--- src/rtl/irqlat_pkg.sv ---
`timescale 1ns/1ps
package irqlat_pkg;

   typedef enum logic {
      DET_LEVEL = 1'b0,
      DET_PULSE = 1'b1
   } det_mode_e;

   localparam int REG_CTRL = 0;
   localparam int REG_LAT  = 1;
   localparam int REG_STAT = 2;

   localparam int CTRL_CLR_BIT   = 0;
   localparam int CTRL_STOP_BIT  = 1;
   localparam int STAT_RUN_BIT   = 0;
   localparam int STAT_VALID_BIT = 1;

endpackage

--- src/rtl/irqlat_detect.sv ---
`timescale 1ns/1ps
module irqlat_detect #(
   parameter irqlat_pkg::det_mode_e MODE = irqlat_pkg::DET_LEVEL
) (
   input  logic clk,
   input  logic rst_n,
   input  logic irq,
   output logic start_evt,
   output logic finish_evt
);

   generate
      if (MODE == irqlat_pkg::DET_LEVEL) begin : g_level
         logic irq_d;
         logic toggle;

         always_ff @(posedge clk or negedge rst_n) begin
            if (!rst_n) irq_d <= 1'b0;
            else        irq_d <= irq;
         end

         assign toggle     = irq ^ irq_d;
         assign start_evt  = toggle & irq;
         assign finish_evt = toggle & ~irq;
      end else begin : g_pulse
         logic unused_clk;
         assign unused_clk = clk ^ rst_n;
         assign start_evt  = irq;
         assign finish_evt = 1'b0;
      end
   endgenerate

endmodule

--- src/rtl/irqlat_counter.sv ---
`timescale 1ns/1ps
module irqlat_counter #(
   parameter int CNT_W   = 32,
   parameter bit ADD_ONE = 1'b0
) (
   input  logic             clk,
   input  logic             rst_n,
   input  logic             start_evt,
   input  logic             stop_evt,
   input  logic             sw_clr,
   output logic             run,
   output logic [CNT_W-1:0] cnt,
   output logic [CNT_W-1:0] lat,
   output logic             valid
);

   localparam logic [CNT_W-1:0] CNT_MAX = {CNT_W{1'b1}};

   logic [CNT_W-1:0] cnt_inc;

   assign cnt_inc = (cnt == CNT_MAX) ? cnt : cnt + 1'b1;

   always_ff @(posedge clk or negedge rst_n) begin
      if (!rst_n) begin
         run   <= 1'b0;
         cnt   <= '0;
         lat   <= '0;
         valid <= 1'b0;
      end else if (sw_clr) begin
         run   <= 1'b0;
         cnt   <= '0;
         lat   <= '0;
         valid <= 1'b0;
      end else if (run && stop_evt) begin
         run   <= 1'b0;
         lat   <= ADD_ONE ? cnt_inc : cnt;
         valid <= 1'b1;
      end else if (!run && start_evt) begin
         run <= 1'b1;
         cnt <= CNT_W'(1);
      end else if (run) begin
         cnt <= cnt_inc;
      end
   end

endmodule

--- src/rtl/irqlat_regs.sv ---
`timescale 1ns/1ps
module irqlat_regs #(
   parameter int ADDR_W = 2,
   parameter int DATA_W = 32,
   parameter int CNT_W  = 32
) (
   input  logic              wr_en,
   input  logic [ADDR_W-1:0] addr,
   input  logic [DATA_W-1:0] wdata,
   input  logic [CNT_W-1:0]  lat,
   input  logic              run,
   input  logic              valid,
   output logic              sw_clr,
   output logic              stop_wr,
   output logic [DATA_W-1:0] rdata
);

   import irqlat_pkg::*;

   logic ctrl_sel;
   logic [1:0] stat_bits;
   logic unused_wdata;

   assign ctrl_sel = wr_en && (addr == ADDR_W'(REG_CTRL));
   assign sw_clr   = ctrl_sel && wdata[CTRL_CLR_BIT];
   assign stop_wr  = ctrl_sel && wdata[CTRL_STOP_BIT];
   assign unused_wdata = ^wdata;

   always_comb begin
      stat_bits = '0;
      stat_bits[STAT_RUN_BIT]   = run;
      stat_bits[STAT_VALID_BIT] = valid;
   end

   always_comb begin
      if (addr == ADDR_W'(REG_LAT))       rdata = DATA_W'(lat);
      else if (addr == ADDR_W'(REG_STAT)) rdata = DATA_W'(stat_bits);
      else                                rdata = '0;
   end

endmodule

--- src/rtl/irq_latency_meter.sv ---
`timescale 1ns/1ps
module irq_latency_meter #(
   parameter int                    ADDR_W = 2,
   parameter int                    DATA_W = 32,
   parameter int                    CNT_W  = 32,
   parameter irqlat_pkg::det_mode_e MODE   = irqlat_pkg::DET_LEVEL
) (
   input  logic              clk,
   input  logic              rst_n,
   input  logic              irq,
   input  logic              wr_en,
   input  logic [ADDR_W-1:0] addr,
   input  logic [DATA_W-1:0] wdata,
   output logic [DATA_W-1:0] rdata
);

   localparam bit PULSE_VAR = (MODE == irqlat_pkg::DET_PULSE);

   generate
      if (CNT_W < 2 || CNT_W > DATA_W) begin : g_bad_cnt_w
         $error("irq_latency_meter: CNT_W must be between 2 and DATA_W");
      end
      if (ADDR_W < 2) begin : g_bad_addr_w
         $error("irq_latency_meter: ADDR_W must be at least 2");
      end
   endgenerate

   logic             start_w;
   logic             finish_w;
   logic             swclr_w;
   logic             stopwr_w;
   logic             stop_evt_w;
   logic             en_w;
   logic             valid_w;
   logic [CNT_W-1:0] cnt_w;
   logic [CNT_W-1:0] lat_w;

   irqlat_detect #(.MODE(MODE)) det_i (
      .clk        (clk),
      .rst_n      (rst_n),
      .irq        (irq),
      .start_evt  (start_w),
      .finish_evt (finish_w)
   );

   generate
      if (PULSE_VAR) begin : g_stop_sw
         logic unused_finish;
         assign unused_finish = finish_w;
         assign stop_evt_w    = stopwr_w;
      end else begin : g_stop_edge
         logic unused_stop;
         assign unused_stop = stopwr_w;
         assign stop_evt_w  = finish_w;
      end
   endgenerate

   irqlat_counter #(.CNT_W(CNT_W), .ADD_ONE(PULSE_VAR)) cnt_i (
      .clk       (clk),
      .rst_n     (rst_n),
      .start_evt (start_w),
      .stop_evt  (stop_evt_w),
      .sw_clr    (swclr_w),
      .run       (en_w),
      .cnt       (cnt_w),
      .lat       (lat_w),
      .valid     (valid_w)
   );

   irqlat_regs #(.ADDR_W(ADDR_W), .DATA_W(DATA_W), .CNT_W(CNT_W)) regs_i (
      .wr_en   (wr_en),
      .addr    (addr),
      .wdata   (wdata),
      .lat     (lat_w),
      .run     (en_w),
      .valid   (valid_w),
      .sw_clr  (swclr_w),
      .stop_wr (stopwr_w),
      .rdata   (rdata)
   );

endmodule

--- config.mk ---
export PLATFORM = sky130hd
export DESIGN_NAME = irq_latency_meter
export DESIGN_NICKNAME = d
export VERILOG_FILES = /design/src/rtl/irqlat_pkg.sv /design/src/rtl/irqlat_detect.sv /design/src/rtl/irqlat_counter.sv /design/src/rtl/irqlat_regs.sv /design/src/rtl/irq_latency_meter.sv
export SDC_FILE = /design/constraint.sdc
export NUM_CORES = 1
export LEC_CHECK = 0
export BUFFER_PORTS_ARGS = -buffer_cell sky130_fd_sc_hd__buf_2
export CELL_PAD_IN_SITES_DETAIL_PLACEMENT = 0
export CELL_PAD_IN_SITES_GLOBAL_PLACEMENT = 1
export CORE_ASPECT_RATIO = 0.8
export CORE_MARGIN = 3
export CORE_UTILIZATION = 42
export CTS_CLUSTER_DIAMETER = 120
export DETAILED_ROUTE_END_ITERATION = 8
export PLACE_DENSITY_LB_ADDON = 0.1
export SLEW_MARGIN = 20
export SYNTH_ARGS = -nofsm -noshare
export SYNTH_HDL_FRONTEND = slang
export SYNTH_HIERARCHICAL = 1
export SYNTH_SLANG_ARGS = --single-unit
export TNS_END_PERCENT = 30
--- constraint.sdc ---
create_clock -name clk -period 2.7 [get_ports clk]
set_input_delay 0.405 -clock clk [delete_from_list [all_inputs] [get_ports clk]]
set_output_delay 0.405 -clock clk [all_outputs]
set_load 0.02 [all_outputs]
==> flow_summary.yaml <==
run_status:
  status: "finished, final reports clean"
global_route:
  grt_max_degree: 39
  grt_use_total: 0.223
  grt-ovfl-total: 0
  grt_pass1_vias: 3386
  grt_pass1_wl_mm: 18.3
  antenna_found_initial: 0
sta:
  fin_crit_sh: 0.908
  fin_crit_ns: 2.45
  rsz0062_at_grt: "false"
  drv_slew: 0
  hold_viol: 0
  worst_slew_pin_slew_ns: 0.630
  slew_headroom: 0.575
  setup_viol: 0
  fmax_mhz: 408
  finalSetupTns_ns: 0
  setup_ws_ns: 0.247
  finClkSkew_ns: 0.00361
die:
  die_w_um: 113
  initial_core_util: 0.445
  io_pins: 70
  die_h_um: 91.9
  num_rows: 30
  core-area_um2: 8710
  die_area_um2: 10400
pwr:
  powerDensity_nw_per_um2: 607
  peakVddDrop_v: 0.000441
  p_leak_nw: 1.94
cells_and_area:
  nets: 520
  stdcell_count: 598
  drive_above_1_share: 0.233
  layout_commonest_cell: "nand2_1"
  syn_to_final_growth_pct: 14.9
  post-route-util: 0.511
  postLayoutCellArea_um2: 4450
  n_antenna_cell: 0
  final_cell_mix: "nand2_1 (86), dfrtp_1 (67), buf_2 (38)"
critical_path:
  cp_slowest_cell: "nor4_2"
  cp_data_required_time_ns: 2.97
  rr_endpoint: "cnt_i/cnt[30]"
  cp-start-kind: "flop"
  r2r-start: "cnt_i/cnt[0]"
  path_cells: "ha_1 > nand4_2 > buf_4 > nor4_2 > nand4_1 > or3_1 > nand3_1"
  crit_family: "simple AND/OR/NAND/NOR gates"
  cp_num_buf_inv: 1
  crit_arrival_ns: 2.72
  cp_max_fo: 6
  worstSetupPathType: "flop to flop"
  r2r_cells: 7
  cpPeakStageDelay_ns: 0.51
  worst_setup_path_end_kind: "flop"
  reg2reg_slack_ns: 0.25
detailed_routing:
  num_vias: 3536
  ant_nets: 0
  drcViolationCount: 0
  routedWlPerCell_um: 18.0
  drt_first_pass_iters: 4
  routed_wl_mm: 10.8
  vias_per_cell: 5.91
  drt_iter0_drc: 287
worst_hold_path:
  min_path_type: "input pin to asynchronous set/reset pin"
synthesis:
  syn_avg_cell_area_um2: 8.63
  syn_inst: 449
  yosysWarnings: 6
  syn_nets: 488
  netlist_area_um2: 3870
clock_tree:
  insertion_delay_ns: 0.33
  cts_root_buf: "clkbuf_16"
  clk_pin_slew_ns: 0.06
  numCtsBuffers: 9
  cts_resized: 0
  cts_tree: "yes"
  cts_setup_buffers: 0
  htreeDepth: 3
  postCtsHoldBufs: 0
  numClockSinks: 67
  clockBufferDepth: 2
placed_design:
  numPlacedInstances: 582
  dpl.hpwl_mm: 7.57
  io_buffers: 38
  place_worst_setup_slack_ns: 0.290
  placed_area_um2: 4150
  finalWeightedCongestion: 0.885
job:
  drv_cap: 0
sequential cells by signal (all words and copies together), names as in the netlist:
| register | cells |
|---|---|
| cnt_i/run | 1 |
| det_i/g_level.irq_d | 1 |
| cnt_i/lat | 32 |
| cnt_i/valid | 1 |
| cnt_i/cnt | 32 |
metrics by stage:
stage | hold WS, ns | total power [mW]
after CTS | 0.0713 | 2.73
after detailed placement | 0.430 | 1.54
after floorplan | 0.109 | 1.42
after global placement | 0.417 | 1.54
final | 0.0625 | 2.70
after global routing | 0.101 | 2.83
cell type report:
class                      count  area [um^2]
clock buffer                  10          239
clock inverter                 6         65.1
fill                         849         4250
inverter                       6         22.5
multi-input combinational    340         1980
sequential                    67         1680
tap                          112          140
timing repair buffer          57          333
worst max-delay path by stage:
| stage | from | endpoint | slack (ns) | cells after the start |
|---|---|---|---|---|
| 2_1_floorplan | cnt_i/cnt[0] | cnt_i/cnt[0] | 0.68 | 8 |
| 3_3_place_gp | cnt_i/cnt[1] | cnt_i/cnt[30] | 0.27 | 7 |
| 3_5_place_dp | cnt_i/cnt[0] | cnt_i/cnt[30] | 0.29 | 7 |
| 4_1_cts | cnt_i/cnt[0] | cnt_i/cnt[30] | 0.26 | 7 |
| 5_1_grt | cnt_i/cnt[0] | cnt_i/cnt[30] | 0.03 | 7 |
| 6_report | cnt_i/cnt[0] | cnt_i/cnt[30] | 0.25 | 7 |
report_power, final:
group	total [mW]	internal, mW	switching [mW]
combinational	0.375	0.130	0.245
clock	1.18	0.739	0.437
sequential	1.15	1.07	0.0793
total	2.70	1.94	0.761
layer usage:
layer  vias up  track usage  share of wire
met1      1703        0.355           0.52
met5         -            0              0
met4         0       0.0781          0.018
met3        16       0.0449          0.066
li1       1681            -              -
met2       136        0.291           0.40
No activity file was read; power rests on OpenSTA's default activity.
